`src/rtl/tri_timer_pkg.sv`:
```
package tri_timer_pkg;
  localparam int CNT_W  = 16;
  localparam int BYTE_W = 8;

  typedef enum logic [1:0] {
    LD_LATCH = 2'd0,
    LD_LOW   = 2'd1,
    LD_HIGH  = 2'd2,
    LD_LOHI  = 2'd3
  } load_mode_e;

  localparam logic [2:0] MODE_ONESHOT = 3'd0;
  localparam logic [2:0] MODE_SQUARE  = 3'd3;

  typedef struct packed {
    logic [1:0] sel;
    load_mode_e ld;
    logic [2:0] mode;
    logic       bcd;
  } ctrl_word_t;
endpackage

```
`src/rtl/tri_timer_tick_gen.sv`:
```
module tri_timer_tick_gen #(
  parameter int DIV = 25
) (
  input  logic clk_i,
  input  logic rst_ni,
  output logic tick_o
);
  localparam int W = (DIV > 1) ? $clog2(DIV) : 1;
  localparam logic [W-1:0] LAST = W'(DIV - 1);

  logic [W-1:0] cnt_q;
  logic         tick_q;

  always_ff @(posedge clk_i or negedge rst_ni) begin
    if (!rst_ni) begin
      cnt_q  <= '0;
      tick_q <= 1'b0;
    end else begin
      tick_q <= (cnt_q == LAST);
      cnt_q  <= (cnt_q == LAST) ? '0 : cnt_q + 1'b1;
    end
  end

  assign tick_o = tick_q;

  generate
    if (DIV > 1) begin : g_gap

      tick_gap_chk: assert property (@(posedge clk_i) disable iff (!rst_ni)
        tick_q |=> !tick_q);
    end
  endgenerate
endmodule

```
`src/rtl/tri_timer_ctrl_port.sv`:
```
module tri_timer_ctrl_port
  import tri_timer_pkg::*;
#(
  parameter int NUM_CH = 3
) (
  input  logic              clk_i,
  input  logic              rst_ni,
  input  logic              ctrl_wr_i,
  input  logic [7:0]        wdata_i,
  output logic [NUM_CH-1:0] cfg_wr_o,
  output load_mode_e        cfg_ld_o,
  output logic [2:0]        cfg_mode_o,
  output logic [7:0]        ctrl_q_o,
  output logic              bcd_o
);
  ctrl_word_t word;
  logic [7:0] ctrl_q;
  logic       bcd_q;

  assign word = ctrl_word_t'(wdata_i);

  always_ff @(posedge clk_i or negedge rst_ni) begin
    if (!rst_ni) begin
      ctrl_q <= '0;
      bcd_q  <= 1'b0;
    end else if (ctrl_wr_i) begin
      ctrl_q <= wdata_i;
      if (word.bcd) bcd_q <= 1'b1;
    end
  end

  generate
    for (genvar i = 0; i < NUM_CH; i++) begin : g_sel
      assign cfg_wr_o[i] = ctrl_wr_i && (word.sel == 2'(i));
    end
  endgenerate

  assign cfg_ld_o   = word.ld;
  assign cfg_mode_o = word.mode;
  assign ctrl_q_o   = ctrl_q;
  assign bcd_o      = bcd_q;


  readback_chk: assert property (@(posedge clk_i) disable iff (!rst_ni)
    ctrl_wr_i |=> (ctrl_q == $past(wdata_i)));

  bcd_sticky_chk: assert property (@(posedge clk_i) disable iff (!rst_ni)
    bcd_q |=> bcd_q);

  one_target_chk: assert property (@(posedge clk_i) disable iff (!rst_ni)
    $onehot0(cfg_wr_o));
endmodule

```
`src/rtl/tri_timer_channel.sv`:
```
module tri_timer_channel
  import tri_timer_pkg::*;
(
  input  logic       clk_i,
  input  logic       rst_ni,
  input  logic       tick_i,
  input  logic       cfg_wr_i,
  input  load_mode_e cfg_ld_i,
  input  logic [2:0] cfg_mode_i,
  input  logic       data_wr_i,
  input  logic [7:0] data_i,
  output logic       irq_o
);
  load_mode_e       ld_q;
  logic [2:0]       mode_q;
  logic             ptr_q;
  logic [7:0]       lo_q;
  logic [CNT_W-1:0] cnt_q;
  logic [CNT_W-1:0] reload_q;
  logic             run_q;
  logic             irq_q;

  logic             load_now;
  logic             mode_ok;
  logic [CNT_W-1:0] load_val;

  assign mode_ok  = (mode_q == MODE_ONESHOT) || (mode_q == MODE_SQUARE);
  assign load_now = data_wr_i && ((ld_q == LD_HIGH) || (ld_q == LD_LOHI && ptr_q));
  assign load_val = (ld_q == LD_LOHI) ? {data_i, lo_q} : {data_i, 8'h00};

  // byte pointer and held low byte
  always_ff @(posedge clk_i or negedge rst_ni) begin
    if (!rst_ni) begin
      ptr_q <= 1'b0;
      lo_q  <= '0;
    end else if (cfg_wr_i) begin
      ptr_q <= 1'b0;
      lo_q  <= '0;
    end else if (data_wr_i && ld_q == LD_LOHI) begin
      if (!ptr_q) begin
        ptr_q <= 1'b1;
        lo_q  <= data_i;
      end else begin
        ptr_q <= 1'b0;
        lo_q  <= '0;
      end
    end
  end

  // config, load and count; config beats load beats tick
  always_ff @(posedge clk_i or negedge rst_ni) begin
    if (!rst_ni) begin
      ld_q     <= LD_LATCH;
      mode_q   <= MODE_ONESHOT;
      cnt_q    <= '0;
      reload_q <= '0;
      run_q    <= 1'b0;
      irq_q    <= 1'b0;
    end else begin
      irq_q <= 1'b0;
      if (cfg_wr_i) begin
        ld_q   <= cfg_ld_i;
        mode_q <= cfg_mode_i;
        run_q  <= 1'b0;
      end else if (load_now) begin
        cnt_q    <= load_val;
        reload_q <= load_val;
        run_q    <= mode_ok;
      end else if (run_q && tick_i) begin
        if (cnt_q == CNT_W'(1)) begin
          irq_q <= 1'b1;
          if (mode_q == MODE_SQUARE) begin
            cnt_q <= reload_q;
          end else begin
            cnt_q <= '0;
            run_q <= 1'b0;
          end
        end else begin
          cnt_q <= cnt_q - 1'b1;
        end
      end
    end
  end

  assign irq_o = irq_q;


  irq_on_tick_chk: assert property (@(posedge clk_i) disable iff (!rst_ni)
    irq_q |-> $past(tick_i));

  oneshot_halt_chk: assert property (@(posedge clk_i) disable iff (!rst_ni)
    (irq_q && mode_q == MODE_ONESHOT) |-> !run_q);

  periodic_reload_chk: assert property (@(posedge clk_i) disable iff (!rst_ni)
    (irq_q && mode_q == MODE_SQUARE) |-> (run_q && cnt_q == reload_q));

  cfg_stop_chk: assert property (@(posedge clk_i) disable iff (!rst_ni)
    cfg_wr_i |=> (!run_q && !ptr_q));

  run_mode_chk: assert property (@(posedge clk_i) disable iff (!rst_ni)
    run_q |-> mode_ok);
endmodule

```
`src/rtl/tri_interval_timer.sv`:
```
module tri_interval_timer
  import tri_timer_pkg::*;
#(
  parameter int NUM_CH   = 3,
  parameter int TICK_DIV = 25
) (
  input  logic              clk_i,
  input  logic              rst_ni,
  input  logic              wr_i,
  input  logic [1:0]        addr_i,
  input  logic [7:0]        wdata_i,
  output logic [7:0]        ctrl_rdata_o,
  output logic              bcd_unsupported_o,
  output logic [NUM_CH-1:0] irq_o
);
  localparam logic [1:0] CTRL_ADDR = 2'd3;

  logic              tick;
  logic              ctrl_wr;
  logic [NUM_CH-1:0] cfg_wr;
  load_mode_e        cfg_ld;
  logic [2:0]        cfg_mode;

  assign ctrl_wr = wr_i && (addr_i == CTRL_ADDR);

  tri_timer_tick_gen #(.DIV(TICK_DIV)) i_tick (
    .clk_i  (clk_i),
    .rst_ni (rst_ni),
    .tick_o (tick)
  );

  tri_timer_ctrl_port #(.NUM_CH(NUM_CH)) i_ctrl (
    .clk_i      (clk_i),
    .rst_ni     (rst_ni),
    .ctrl_wr_i  (ctrl_wr),
    .wdata_i    (wdata_i),
    .cfg_wr_o   (cfg_wr),
    .cfg_ld_o   (cfg_ld),
    .cfg_mode_o (cfg_mode),
    .ctrl_q_o   (ctrl_rdata_o),
    .bcd_o      (bcd_unsupported_o)
  );

  generate
    for (genvar i = 0; i < NUM_CH; i++) begin : g_ch
      logic data_wr;
      assign data_wr = wr_i && (addr_i == 2'(i));
      tri_timer_channel i_chan (
        .clk_i      (clk_i),
        .rst_ni     (rst_ni),
        .tick_i     (tick),
        .cfg_wr_i   (cfg_wr[i]),
        .cfg_ld_i   (cfg_ld),
        .cfg_mode_i (cfg_mode),
        .data_wr_i  (data_wr),
        .data_i     (wdata_i),
        .irq_o      (irq_o[i])
      );
    end
  endgenerate
endmodule

```
`config.mk`:
```
export PLATFORM = sky130hd
export DESIGN_NAME = tri_interval_timer
export DESIGN_NICKNAME = d
export VERILOG_FILES = /design/src/rtl/tri_timer_pkg.sv /design/src/rtl/tri_timer_tick_gen.sv /design/src/rtl/tri_timer_ctrl_port.sv /design/src/rtl/tri_timer_channel.sv /design/src/rtl/tri_interval_timer.sv
export SDC_FILE = /design/constraint.sdc
export NUM_CORES = 1
export LEC_CHECK = 0
export ABC_AREA = 1
export BUFFER_PORTS_ARGS = -buffer_cell sky130_fd_sc_hd__buf_2
export CAP_MARGIN = 20
export CORE_UTILIZATION = 60
export CTS_BUF_LIST = sky130_fd_sc_hd__clkbuf_2
export DETAILED_ROUTE_END_ITERATION = 16
export GPL_TIMING_DRIVEN = 1
export HOLD_SLACK_MARGIN = 0.02
export PLACE_DENSITY = 0.86
export SLEW_MARGIN = 40
export SYNTH_ARGS = -nofsm -noshare
export SYNTH_HDL_FRONTEND = slang
export SYNTH_SLANG_ARGS = --single-unit
export TNS_END_PERCENT = 30
```
`constraint.sdc`:
```
create_clock -name clk_i -period 2.1 [get_ports clk_i]
set_input_delay 0.42 -clock clk_i [delete_from_list [all_inputs] [get_ports clk_i]]
set_output_delay 0.42 -clock clk_i [all_outputs]
set_load 0.02 [all_outputs]
```
==> Yosys cells after proc, flatten, opt, wreduce, memory -nomap -nowiden <==
Index checks and enable logic that the tools add are counted.
{ "totals": {"regBits": 159, "latch_bits": 0, "mem_bits_rw": 0, "romBits": 0, "out_inout_bits": 12, "word_cells": 169, "memories": 0} }
{ "classes": {"n_addsub": 4, "mul": 0, "n_div": 0, "order_cmp": 0, "eq_ne": 21, "shifts": 0, "n_mux": 61, "bitwise": 3, "n_reduce_logical": 52} }
{ "op_table": {"columns": ["operator", "n"], "rows": [
  ["$mux 16", 12],
  ["$mux 8", 12],
  ["$eq 16x1->1 const B", 3],
  ["$sub 16x1->16 const B", 3],
  ["$mux 1", 36],
  ["$logic_and 1x1->1", 19],
  ["$eq 2x2->1 const B", 9],
  ["$reduce_bool 3->1", 6],
  ["$reduce_and 2->1", 7],
  ["$reduce_bool 2->1", 6],
  ["$eq 3x2->1 const B", 3],
  ["$logic_not 3->1", 3],
  ["$ne 3x1->1 const B", 3],
  ["$reduce_and 3->1", 3],
  ["$logic_or 1x1->1", 6],
  ["$add 5x1->5 const B", 1],
  ["$eq 5x5->1 const B", 1],
  ["$mux 5", 1],
  ["$eq 2x1->1 const B", 2],
  ["$logic_not 2->1", 2],
  ["$not 1->1", 3]
]} }

==> Depth between registers and ports, before layout <==
Gate-level depths: netlist of run 1.
{ "logic_depth": {"ltp_word": 6, "depth_mapped": 13, "depth_no_buf": 12} }

==> Cells and area by module <==
Synthesis of run 1 repeated with hierarchy kept, for this count alone.
{ "unflattened": {"hier_cells": 1242, "hier_area_um2": 8808.4} }
{ "by_module_without_submodules": {"columns": ["mod", "instances", "cells_each", "area_each_um2", "seq_area_each_um2"], "rows": [
  ["tri_timer_channel", 3, 385, 2696.3, 1201.2],
  ["tri_timer_ctrl_port", 1, 49, 419.2, 225.2],
  ["tri_timer_tick_gen", 1, 30, 270.3, 150.1],
  ["tri_interval_timer", 1, 8, 30.0, 0.0]
]} }

==> Worst setup path before layout of run 1 <==
No wires, ideal clock.
{ "synth_timing": {"kind": "reg2reg", "from": "register g_ch[2].i_chan.cnt_q[1]", "to": "register g_ch[2].i_chan.cnt_q[12]", "setup_time_ps": 65, "arrival_time_ps": 1421, "path_slack_ps": 614, "path_stages_with_launch": 14, "n_path_buf": 1, "path_cell_list": "dfrtp_1 > inv_1 > ha_1 > inv_1 > nor2_1 > nand3_1 > nor2_2 > nand2_4 > nor2_4 > buf_6 > nand2_1 > nand3_1 > nand3_1 > nand2_1"} }
{ "synth_via": {"elab_chain_cells": 4, "elab_cells_between_ends": 5} }
{ "synth_lines": {"columns": ["item", "line_no", "rtl"], "rows": [
  ["from (decl)", "tri_timer_channel.sv:18", "logic [CNT_W-1:0] cnt_q;"],
  ["from (signal assigned)", "tri_timer_channel.sv:66", "cnt_q <= load_val;"],
  ["from (signal assigned)", "tri_timer_channel.sv:73", "cnt_q <= reload_q;"],
  ["from (signal assigned)", "tri_timer_channel.sv:79", "cnt_q <= cnt_q - 1'b1;"],
  ["$sub 16x1->16 or $eq 16x1->1 (tied branches)", "tri_timer_channel.sv:79, tri_timer_channel.sv:70", null],
  ["$mux 16 (*)", "tri_timer_channel.sv:70", "if (cnt_q == CNT_W'(1)) begin"],
  ["$mux 16 (*)", "tri_timer_channel.sv:69", "end else if (run_q && tick_i) begin"],
  ["$mux 16 (*)", "tri_timer_channel.sv:65", "end else if (load_now) begin"]
]} }
Mark *: on every way between the ends. The rest lies on a longest branch, timed or not. The select of a mux whose other input is x is not followed.
A chain may end at the register's enable or synchronous reset.

==> Final worst setup path of run 1 <==
{ "layout_timing": {"from": "register g_ch[0].i_chan.cnt_q[1]", "to": "register g_ch[0].i_chan.cnt_q[14]"} }
{ "layout_via": {"elab_chain_cells": 4, "elab_cells_between_ends": 5} }
{ "layout_lines": {"columns": ["item", "line_no"], "rows": [
  ["from (decl)", "tri_timer_channel.sv:18"],
  ["from (signal assigned)", "tri_timer_channel.sv:66"],
  ["from (signal assigned)", "tri_timer_channel.sv:73"],
  ["from (signal assigned)", "tri_timer_channel.sv:79"],
  ["$sub 16x1->16 or $eq 16x1->1 (tied branches)", "tri_timer_channel.sv:79, tri_timer_channel.sv:70"],
  ["$mux 16 (*)", "tri_timer_channel.sv:70"],
  ["$mux 16 (*)", "tri_timer_channel.sv:69"],
  ["$mux 16 (*)", "tri_timer_channel.sv:65"]
]} }
Marks and branches as above.

==> results of run 1 <==
-- layer usage --
layer | global-route usage, % | up-vias
met5 | 0 | -
met4 | 10.6 | 0
met3 | 6.44 | 45
met2 | 47.7 | 344
met1 | 42.4 | 3620
li1 | - | 3733
-- power by group --
group,switching [mW],internal (mW),leakage (nW)
Clock,1.26,0.376,0.136
Combinational,2.73,1.66,2.68
Sequential,0.930,4.15,2.00
-- flip-flops by register name (all words and copies together), names as in the netlist, 5 cells and up --
name and cells:
g_ch.i_chan.reload_q 48, g_ch.i_chan.ld_q 6, g_ch.i_chan.lo_q 24, i_tick.cnt_q 5
g_ch.i_chan.mode_q 9, g_ch.i_chan.cnt_q 48, i_ctrl.ctrl_q_o 8
-- worst max-delay path: stages, from the launching register on --
cell and delay [ns]:
sky130_fd_sc_hd__dfrtp_1 0.47, sky130_fd_sc_hd__inv_1 0.09, sky130_fd_sc_hd__ha_1 0.22, sky130_fd_sc_hd__nand2_1 0.07, sky130_fd_sc_hd__nor2_1 0.14, sky130_fd_sc_hd__nand2_1 0.07
sky130_fd_sc_hd__nor2_1 0.36, sky130_fd_sc_hd__nand3_1 0.12, sky130_fd_sc_hd__nand2_1 0.09, sky130_fd_sc_hd__nand2_1 0.05, sky130_fd_sc_hd__a21oi_1 0.13
-- how the worst max path moves through the flow --
stage,from,to
6_report,g_ch[0].i_chan.cnt_q[1],g_ch[0].i_chan.cnt_q[14]
5_1_grt,g_ch[2].i_chan.cnt_q[1],g_ch[2].i_chan.cnt_q[12]
4_1_cts,g_ch[1].i_chan.cnt_q[1],g_ch[1].i_chan.cnt_q[15]
3_5_place_dp,g_ch[1].i_chan.cnt_q[1],g_ch[1].i_chan.cnt_q[15]
3_3_place_gp,g_ch[1].i_chan.cnt_q[1],g_ch[1].i_chan.cnt_q[15]
2_1_floorplan,g_ch[2].i_chan.cnt_q[1],g_ch[2].i_chan.cnt_q[12]
-- timing repair --
item | CTS | global route
setup buffers | 0 | 0
endpoints found under the hold margin | 170 | 0
endpoints found under the setup margin | 0 | 9
hold buffers | 10 | 0
resized for setup | 0 | 3
-- cells in the mapped netlist, drive strengths merged --
cell type | number | area share (%)
xor2 | 16 | 1.6
a21oi | 50 | 3.1
clkinv | 1 | 0.044
nand3 | 119 | 7.0
o21a | 15 | 1.3
o21ai | 92 | 5.4
ha | 8 | 1.2
dfrtp | 159 | 46
a31oi | 1 | 0.073
nand4 | 13 | 0.95
nor4 | 1 | 0.073
xnor2 | 4 | 0.41
o211ai | 2 | 0.18
and2 | 1 | 0.073
a21o | 3 | 0.26
o22ai | 12 | 0.88
a22oi | 1 | 0.15
nor3 | 13 | 0.82
inv | 119 | 5.2
o21bai | 3 | 0.26
buf | 29 | 2.4
or2 | 1 | 0.073
nor2 | 131 | 6.8
clkbuf | 9 | 0.39
nand2 | 332 | 15
-- cells by family (layout without fill, tap and decap cells) --
family          after synthesis  count (layout)
flops                       159             159
fa+ha+maj                     8               8
xor+xnor                     20              20
simple gates                611             611
compound gates              179             179
buf+inv                     158             205
-- cell type report --
| class | count | area, um2 |
|---|---|---|
| flip-flops and latches | 159 | 3980 |
| multi-input cells | 818 | 3910 |
| clock buffers | 17 | 85.1 |
| well taps | 180 | 225 |
| fillers | 1166 | 4640 |
| inverters | 120 | 450 |
| repair buffers | 53 | 439 |
| clock inverters | 15 | 154 |
==> run metrics, run 1 <==
run status=finished clean; cell row count=43; total inserted antenna cells=0; DP Cell Count=around 1300; kind of path behind the tightest hold check=input port to register; post-synthesis net count=between 1000 and 1500; achievable clock frequency=0.533 GHz; first drt pass iteration count=5; dominant combinational cell family by area after synthesis=simple AND/OR/NAND/NOR gates; Syn Std Cell Area=approximately 8600 um2; Yosys warning total=0; Hold Crit Start=wdata_i[1]; initial standard-cell utilization of the core=between 60% and 70%; layout overhead on the synthesized area=7.89%; clock tree from TritonCTS=built; reg-to-reg setup timing slack=0.22 ns; Non-Filler Cell Area, Final=slightly above 9000 um2; vias post-DR=7742; Worst Hold End=g_ch[0].i_chan.cnt_q[9]; fin crit share=between 80% and 90%; worst slack on hold paths=about 0.090 ns; final hold violation count=0; width of the die=about 120 um; mean routed wirelength per cell=approximately 15 um; setup repair after global routing missed its margin=false; flip-flop and latch count after synthesis=between 150 and 200; Worst Clk Skew=0.0351 ns; overall routing resource usage=30.6%; number of remaining DRC errors=0; CP Data Required Time=2.80 ns; Tmin final=1.88 ns; sum of internal, switching and leakage power=between 10 and 15 mW; amount of wire on met2 after detailed routing=approximately 9.7 mm; adder and majority gate portion of the synthesized area=1.17%; leak pwr=4.81 nW; Distinct cells, synth=36; share of layout cells above drive strength 1=about a tenth; data arrival time of the critical path=about 2.6 ns; complex-gate fraction of the synthesized area=approximately 12%; slew at the pin closest to its max-slew limit=between 0.6 and 0.7 ns; Clock Latency Late Sink=~0.8 ns; portion of netlist area occupied by mux cells=0%; post-synthesis simple-gate area fraction=30.7%; H-tree Lvls=4; endpoints failing setup=0; gr ovfl total=0; category of the critical setup timing path=register to register; count of input and output buffers=24; die outline height=121 um; CP startpoint kind=register; library cell used as clock root buffer=sky130_fd_sc_hd__clkbuf_2; vias in the first global route=between 7000 and 8000; Worst R2R Path Depth=10; number of clock sinks=159; max-capacitance violation count=0; most frequent standard cell in the layout excluding fill and tap cells=sky130_fd_sc_hd__nand2_1; routed length on met3=between 1.5 and 2 mm; violation count after the first detailed-route iteration=around 890; largest fanout of any net on the critical path=5; vias per cell=5.68; leading cell types in the layout, fill and taps excluded=sky130_fd_sc_hd__nand2_1, sky130_fd_sc_hd__dfrtp_1, sky130_fd_sc_hd__nand3_1, sky130_fd_sc_hd__inv_1, sky130_fd_sc_hd__nor2_1; syn avg cell area=7.55 um2; summed negative setup slack over all endpoints=0 ns; Detail Route Antenna Nets=0; ports placed on the boundary=25; total detailed-routing wirelength=around 21 mm; worst ir drop on vdd=0.657 mV; clock slew seen by the registers of the worst setup and hold paths=~0.27 ns; Setup Slack @ Placement=between 0.15 and 0.2 ns; DR top layer=met4; post-synthesis share of cell area spent on xor and xnor gates=2.04%; final net count=approximately 1200; cell depth of the worst min-delay path=5; share of the core filled with cells=about two thirds; first-pass GRT wire length=approximately 35 mm; clock buffer depth=2; CP endpoint kind=register; Worst slew margin=between 50% and 60%; Inserted Clock Buffers=17; HPWL after DPL=14.3 mm; routability congestion estimate=between 0.9 and 1; power density of the placed cells=approximately 1200 nW/um2; post-detailed-placement cell area=8900 um2; largest net degree at the start of global routing=73; Slew Viols, Final=0; fin cells=approximately 1400; routed metal-1 wirelength=around 8.9 mm; area of the core=13900 um2; sequential-to-total area share from yosys stat=a little under half; area enclosed by the die boundary=~15000 um2; gate count of the mapped netlist=1135; initial antenna violation count=0; end of the worst register-to-register path=g_ch[0].i_chan.cnt_q[14]; launching point of the worst reg2reg path=g_ch[0].i_chan.cnt_q[1]; least setup slack across all paths after layout=0.223 ns
(Power assumes the default switching activity.)
==> inputs of run 2 (changes only) <==
CORE_UTILIZATION = 30   (was 60)
PLACE_DENSITY = 0.53   (was 0.86)
==> run 2 against run 1 <==
  * Sequential share of layout area decreased by 1.1 points
  * Global-route usage is 14 points lower
  * Core utilization fell by 33 points
  * Critical path type unchanged
==> run metrics, run 2 (synthesis results as in run 1) <==
leading cell types in the layout, fill and taps excluded=sky130_fd_sc_hd__nand2_1, sky130_fd_sc_hd__dfrtp_1, sky130_fd_sc_hd__nand3_1, sky130_fd_sc_hd__inv_1, sky130_fd_sc_hd__nor2_1 (unchanged); cell type of the slowest stage on the worst timing path=sky130_fd_sc_hd__dfrtp_1 (unchanged); routed length on met3=993 um (was 1.70 mm); fin cells=1565 (was 1362); amount of wire on met2 after detailed routing=10.0 mm (was 9.66 mm); CP Data Required Time=2.77 ns (was 2.80 ns); most frequent standard cell in the layout excluding fill and tap cells=sky130_fd_sc_hd__nand2_1 (unchanged); largest net degree at the start of global routing=49 (was 73); H-tree Lvls=4 (unchanged); slew at the pin closest to its max-slew limit=0.644 ns (was 0.629 ns); area of the core=27900 um2 (was 13900 um2); die outline height=171 um (was 121 um); launching point of the worst reg2reg path=g_ch[1].i_chan.cnt_q[1] (was g_ch[0].i_chan.cnt_q[1]); share of layout cells above drive strength 1=10.9% (was 10.7%); Detail Route Antenna Nets=0 (unchanged); endpoints failing setup=0 (unchanged); initial antenna violation count=1 (was 0); cell row count=61 (was 43); number of filler cells placed in the layout=3048 (was 1166); routability congestion estimate=0.859 (was 0.963); count of input and output buffers=24 (unchanged); share of the core filled with cells=33.9% (was 66.6%); Inserted Clock Buffers=17 (unchanged); DP Cell Count=1525 (was 1320); summed negative setup slack over all endpoints=0 ns (unchanged); Clock Latency Late Sink=0.74 ns (was 0.78 ns); fin crit share=88.7% (was 89.4%); final net count=1194 (was 1190); Regs by FF count=g_ch.i_chan.cnt_q: 48 flops, g_ch.i_chan.reload_q: 48 flops, g_ch.i_chan.lo_q: 24 flops (unchanged); library cell used as clock root buffer=sky130_fd_sc_hd__clkbuf_2 (unchanged); final hold violation count=0 (unchanged); Slew Viols, Final=0 (unchanged); clock buffer depth=2 (unchanged); Worst R2R Path Depth=11 (was 10); ports placed on the boundary=25 (unchanged); gr ovfl total=0 (unchanged); vias per cell=4.71 (was 5.68); largest fanout of any net on the critical path=7 (was 5); kind of path behind the tightest hold check=input port to register (unchanged); leak pwr=4.83 nW (was 4.81 nW); layout overhead on the synthesized area=10.6% (was 7.89%); achievable clock frequency=0.537 GHz (was 0.533 GHz); initial standard-cell utilization of the core=30.7% (was 61.7%); CP endpoint kind=register (unchanged); category of the critical setup timing path=register to register (unchanged); number of remaining DRC errors=0 (unchanged); end of the worst register-to-register path=g_ch[1].i_chan.cnt_q[15] (was g_ch[0].i_chan.cnt_q[14]); cell repeated most along the worst path=sky130_fd_sc_hd__nand2_1 (unchanged); CP startpoint kind=register (unchanged); clock slew seen by the registers of the worst setup and hold paths=0.26 ns (was 0.27 ns); data arrival time of the critical path=2.54 ns (was 2.58 ns); routed metal-1 wirelength=11.2 mm (was 8.93 mm); Setup crit start=g_ch[1].i_chan.cnt_q[1] (was g_ch[0].i_chan.cnt_q[1]); crit path capture=g_ch[1].i_chan.cnt_q[15] (was g_ch[0].i_chan.cnt_q[14]); Worst Clk Skew=0.0427 ns (was 0.0351 ns); clock tree from TritonCTS=built (unchanged); first drt pass iteration count=5 (unchanged); worst ir drop on vdd=0.346 mV (was 0.657 mV); DR top layer=met4 (unchanged); number of clock sinks=159 (unchanged); max-capacitance violation count=0 (unchanged); HPWL after DPL=16.1 mm (was 14.3 mm); area used by multi-input combinational logic=3900 um2 (was 3910 um2); vias in the first global route=7014 (was 7220); total detailed-routing wirelength=22.5 mm (was 20.7 mm); setup repair after global routing missed its margin=false (unchanged); Setup Slack @ Placement=0.228 ns (was 0.174 ns); least setup slack across all paths after layout=0.238 ns (was 0.223 ns); power density of the placed cells=1190 nW/um2 (was 1200 nW/um2); run status=finished clean (unchanged); violation count after the first detailed-route iteration=736 (was 893); area enclosed by the die boundary=29200 um2 (was 14800 um2); Tmin final=1.86 ns (was 1.88 ns); CTS resizes=0 (unchanged); cell-by-cell trace of the critical path=inv_1 > ha_1 > inv_1 > nor2_1 > and2_1 > nand3_1 > nor2_2 > nand2_1 > nand2_1 > nand2_1 > a21oi_1 (was inv_1 > ha_1 > nand2_1 > nor2_1 > nand2_1 > nor2_1 > nand3_1 > nand2_1 > nand2_1 > a21oi_1); Worst slew margin=57.0% (was 58.0%); overall routing resource usage=16.4% (was 30.6%); Storage cell area=3980 um2 (unchanged); mean routed wirelength per cell=14.4 um (was 15.2 um); first-pass GRT wire length=37.5 mm (was 35.0 mm); width of the die=171 um (was 121 um); reg-to-reg setup timing slack=0.24 ns (was 0.22 ns); highest cell delay on the worst timing path=0.46 ns (was 0.47 ns); vias post-DR=7376 (was 7742)
## run 2: cell types whose count changed in the layout (fill, tap and decap cells not counted), moves of 2 or more
cell | previous run | this run
sky130_fd_sc_hd__buf_12 | 6 | 2
sky130_fd_sc_hd__dlygate4sd3_1 | 9 | 7
sky130_fd_sc_hd__inv_6 | 3 | 5
sky130_fd_sc_hd__clkinvlp_4 | 3 | 1
sky130_fd_sc_hd__buf_4 | 13 | 24
sky130_fd_sc_hd__bufinv_16 | 0 | 2
sky130_fd_sc_hd__clkinv_8 | 3 | 0
## run 2: routing by layer
metal | GRT usage [%] | vias up
li1 | - | 3730
met5 | 0 | -
met3 | 3.03 | 14
met1 | 23.7 | 3480
met4 | 3.49 | 0
met2 | 25.2 | 152
## run 2: layout make-up
cell class,instances,area share (%)
repair buffers,57,4.40
multi-input cells,818,41.1
clock buffers,17,0.898
inverters,120,4.75
flip-flops and latches,159,42.0
clock inverters,15,1.81
well taps,378,4.99
diodes,1,0.0264
## run 2: worst min-delay path by stage
stage	startpoint	end	slack (ns)	depth (start not counted)
floorplan	rst_ni	g_ch[0].i_chan.cnt_q[0]	0.12	0
global placement	rst_ni	i_ctrl.ctrl_q_o[2]	0.39	1
detailed placement	rst_ni	i_tick.cnt_q[3]	0.39	1
CTS	wdata_i[1]	g_ch[1].i_chan.reload_q[9]	0.05	4
global route	wdata_i[4]	g_ch[2].i_chan.reload_q[12]	0.06	4
finish	wdata_i[4]	g_ch[2].i_chan.reload_q[12]	0.1	4
## run 2: power by group
| part | total [mW] | internal, mW | switching [mW] | leakage, nW |
|---|---|---|---|---|
| clock network | 1.86 | 0.592 | 1.27 | 0.154 |
| logic | 4.34 | 1.67 | 2.67 | 2.68 |
| registers | 5.04 | 4.15 | 0.891 | 2.00 |
## run 2: repair_timing
action,CTS,global route
hold buffers,7,0
setup buffers,0,0
endpoints found under the hold margin,119,0
## run 2: critical path, delay by kind of cell, from the launching register on
family                     cells  cell delay, ns
buffers and inverters          2            0.14
and+or+nand+nor                7            0.93
AOI/OAI and AO/OA              1            0.12
adders and majority gates      1            0.16
DFF                            1            0.46
## run 2: per-stage QoR
stage / hold slack, ns / power (mW) / cell area [um2]
4_1_cts: 0.0480 / 11.3 / 9470
3_3_place_gp: 0.393 / 9.39 / 9150
6_report: 0.0978 / 11.2 / 9480
3_5_place_dp: 0.391 / 9.44 / 9150
5_1_grt: 0.0637 / 12.3 / 9480
2_1_floorplan: 0.124 / 8.29 / 8570
==> inputs of run 3 (changes only) <==
BUFFER_PORTS_ARGS = default   (was -buffer_cell sky130_fd_sc_hd__buf_2)
CORE_UTILIZATION = 45   (was 30)
DONT_BUFFER_PORTS = 1   (was default)
PLACE_DENSITY = 0.69   (was 0.53)
TNS_END_PERCENT = default   (was 30)
==> run 3 against run 2 <==
  * The run now ends with negative hold slack left
  * Critical path depth up 2
  * Core utilization up 15 points
  * Sequential share of layout area up 1.7 points
  * Cell count down 11%
  * Die area down 33%
  * Worst setup slack worse by 0.038 ns
  * Routed wire length down 6.2%
  * Highest routed layer unchanged
==> run metrics, run 3 (synthesis results as in run 1) <==
CP Data Required Time=2.75 ns (was 2.77 ns); total detailed-routing wirelength=21.1 mm (was 22.5 mm); data arrival time of the critical path=2.55 ns (was 2.54 ns); Non-Filler Cell Area, Final=9100 um2 (was 9480 um2); number of clock sinks=159 (unchanged); fin cells=1395 (was 1565); highest cell delay on the worst timing path=0.47 ns (was 0.46 ns); leading cell types in the layout, fill and taps excluded=sky130_fd_sc_hd__nand2_1, sky130_fd_sc_hd__dfrtp_1, sky130_fd_sc_hd__nand3_1, sky130_fd_sc_hd__inv_1, sky130_fd_sc_hd__nor2_1 (unchanged); routability congestion estimate=0.916 (was 0.859); area of the core=18700 um2 (was 27900 um2); first drt pass iteration count=6 (was 5); setup repair after global routing missed its margin=false (unchanged); cell repeated most along the worst path=sky130_fd_sc_hd__nand3_1 (was sky130_fd_sc_hd__nand2_1); slew at the pin closest to its max-slew limit=0.703 ns (was 0.644 ns); count of input and output buffers=0 (was 24); clock tree from TritonCTS=built (unchanged); DP Cell Count=1344 (was 1525); switching share of power=42.8% (was 43.0%); die outline height=140 um (was 171 um); failing checks=negative hold slack; summed negative setup slack over all endpoints=0 ns (unchanged); portion of total power attributed to the clock network=14.9% (was 16.6%); most frequent standard cell in the layout excluding fill and tap cells=sky130_fd_sc_hd__nand2_1 (unchanged); Detail Route Antenna Nets=0 (unchanged); Tmin final=1.90 ns (was 1.86 ns); width of the die=140 um (was 171 um); overall routing resource usage=23.0% (was 16.4%); CP startpoint kind=register (unchanged); vias per cell=5.30 (was 4.71); initial antenna violation count=1 (unchanged); power density of the placed cells=1190 nW/um2 (about the same); violation count after the first detailed-route iteration=694 (was 736); Worst slew margin=53.0% (was 57.0%); endpoints failing setup=0 (unchanged); vias post-DR=7395 (was 7376); family of cells with the greatest summed delay on the critical path=simple AND/OR/NAND/NOR gates (unchanged); share of layout cells above drive strength 1=8.20% (was 10.9%); leak pwr=4.68 nW (was 4.83 nW); fin crit share=90.5% (was 88.7%); final net count=1167 (was 1194); mean routed wirelength per cell=15.1 um (was 14.4 um); share of total power in sequential cells=46.8% (was 44.8%); clock buffer depth=2 (unchanged); power share of the combinational group=38.3% (was 38.6%); Clock Latency Late Sink=0.74 ns (about the same); Regs by FF count=g_ch.i_chan.cnt_q: 48 flops, g_ch.i_chan.reload_q: 48 flops, g_ch.i_chan.lo_q: 24 flops (unchanged); Inserted Clock Buffers=17 (unchanged); sum of buffers and inverters on the critical path=3 (was 2); number of remaining DRC errors=0 (unchanged); Worst Clk Skew=0.0419 ns (was 0.0427 ns); largest net degree at the start of global routing=160 (was 49); library cell used as clock root buffer=sky130_fd_sc_hd__clkbuf_2 (unchanged); vias in the first global route=6849 (was 7014); area enclosed by the die boundary=19600 um2 (was 29200 um2); Setup Slack @ Placement=0.210 ns (was 0.228 ns); first-pass GRT wire length=35.5 mm (was 37.5 mm); achievable clock frequency=0.526 GHz (was 0.537 GHz); worst slack on hold paths=-0.647 ns (was 0.0978 ns); least setup slack across all paths after layout=0.200 ns (was 0.238 ns); CP endpoint kind=register (unchanged); internal power=6.22 mW (was 6.41 mW); final hold violation count=159 (was 0); H-tree Lvls=4 (unchanged); ports placed on the boundary=25 (unchanged); Slew Viols, Final=0 (unchanged); cell row count=50 (was 61); kind of path behind the tightest hold check=input port to async pin (was input port to register); gr ovfl total=0 (unchanged); Psw=4.64 mW (was 4.83 mW); post-detailed-placement cell area=8720 um2 (was 9150 um2); HPWL after DPL=14.2 mm (was 16.1 mm); run status=complete, but fails checks (was finished clean); layout overhead on the synthesized area=6.27% (was 10.6%); category of the critical setup timing path=register to register (unchanged); cell type of the slowest stage on the worst timing path=sky130_fd_sc_hd__dfrtp_1 (unchanged); number of filler cells placed in the layout=1854 (was 3048); clock slew seen by the registers of the worst setup and hold paths=0.24 ns (was 0.26 ns); worst ir drop on vdd=0.672 mV (was 0.346 mV); max-capacitance violation count=0 (unchanged); largest fanout of any net on the critical path=5 (was 7); initial standard-cell utilization of the core=45.8% (was 30.7%); cell-by-cell trace of the critical path=inv_1 > ha_1 > inv_1 > nor2_1 > nand3_1 > nor2_1 > nand2_2 > nor2_4 > buf_4 > nand2_1 > nand3_1 > nand3_1 > nand2_1 (was inv_1 > ha_1 > inv_1 > nor2_1 > and2_1 > nand3_1 > nor2_2 > nand2_1 > nand2_1 > nand2_1 > a21oi_1)
## run 3: worst paths after layout
kind | from | endpoint | slack [ns] | depth (start not counted)
worst max-delay path | g_ch[1].i_chan.cnt_q[1] | g_ch[1].i_chan.cnt_q[12] | 0.20 | 13
worst min register to register | i_tick.cnt_q[0] | i_tick.cnt_q[0] | 0.51 | 1
min in group clk_i | addr_i[1] | g_ch[1].i_chan.run_q | 0.10 | 5
worst max register to register | g_ch[1].i_chan.cnt_q[1] | g_ch[1].i_chan.cnt_q[12] | 0.20 | 13
worst min-delay path | rst_ni | g_ch[1].i_chan.cnt_q[13] | -0.65 | 0
max in group asynchronous | rst_ni | g_ch[0].i_chan.cnt_q[7] | 2.44 | 0
## run 3: routing by layer
metal,routed length (um),vias up,track usage [%]
li1,-,3681,-
met1,10300,3509,34.5
met2,9320,192,33.8
met3,1260,13,4.92
met4,174,0,5.15
met5,0,-,0
## run 3: repair_timing
action	CTS	global route
endpoints found under the hold margin	208	162
endpoints found under the setup margin	0	4
setup buffers	0	4
resized for setup	0	0
hold buffers	11	2
## run 3: per-stage QoR
step           power, mW  util (%)
2_1_floorplan       8.29         -
4_1_cts             10.9      48.4
6_report            10.9      48.7
3_5_place_dp        9.24      46.6
3_3_place_gp        9.12      46.6
5_1_grt             11.9      48.7
## run 3: power by group through the flow
stage               logic, mW  registers (mW)  clock network (mW)
global placement         4.00            5.12                   0
global route             4.84            5.25                1.80
floorplan                3.41            4.89                   0
detailed placement       4.10            5.14                   0
finish                   4.16            5.08                1.62
CTS                      4.15            5.07                1.67
## run 3: cell type report
type	count	area (um2)	area share, %
clock buffer	18	90.1	0.990
antenna	2	5.00	0.0550
inverter	120	450	4.95
sequential	159	3980	43.7
multi-input combinational	818	3900	42.8
clock inverter	14	131	1.44
tap	234	293	3.22
timing repair buffer	30	258	2.83
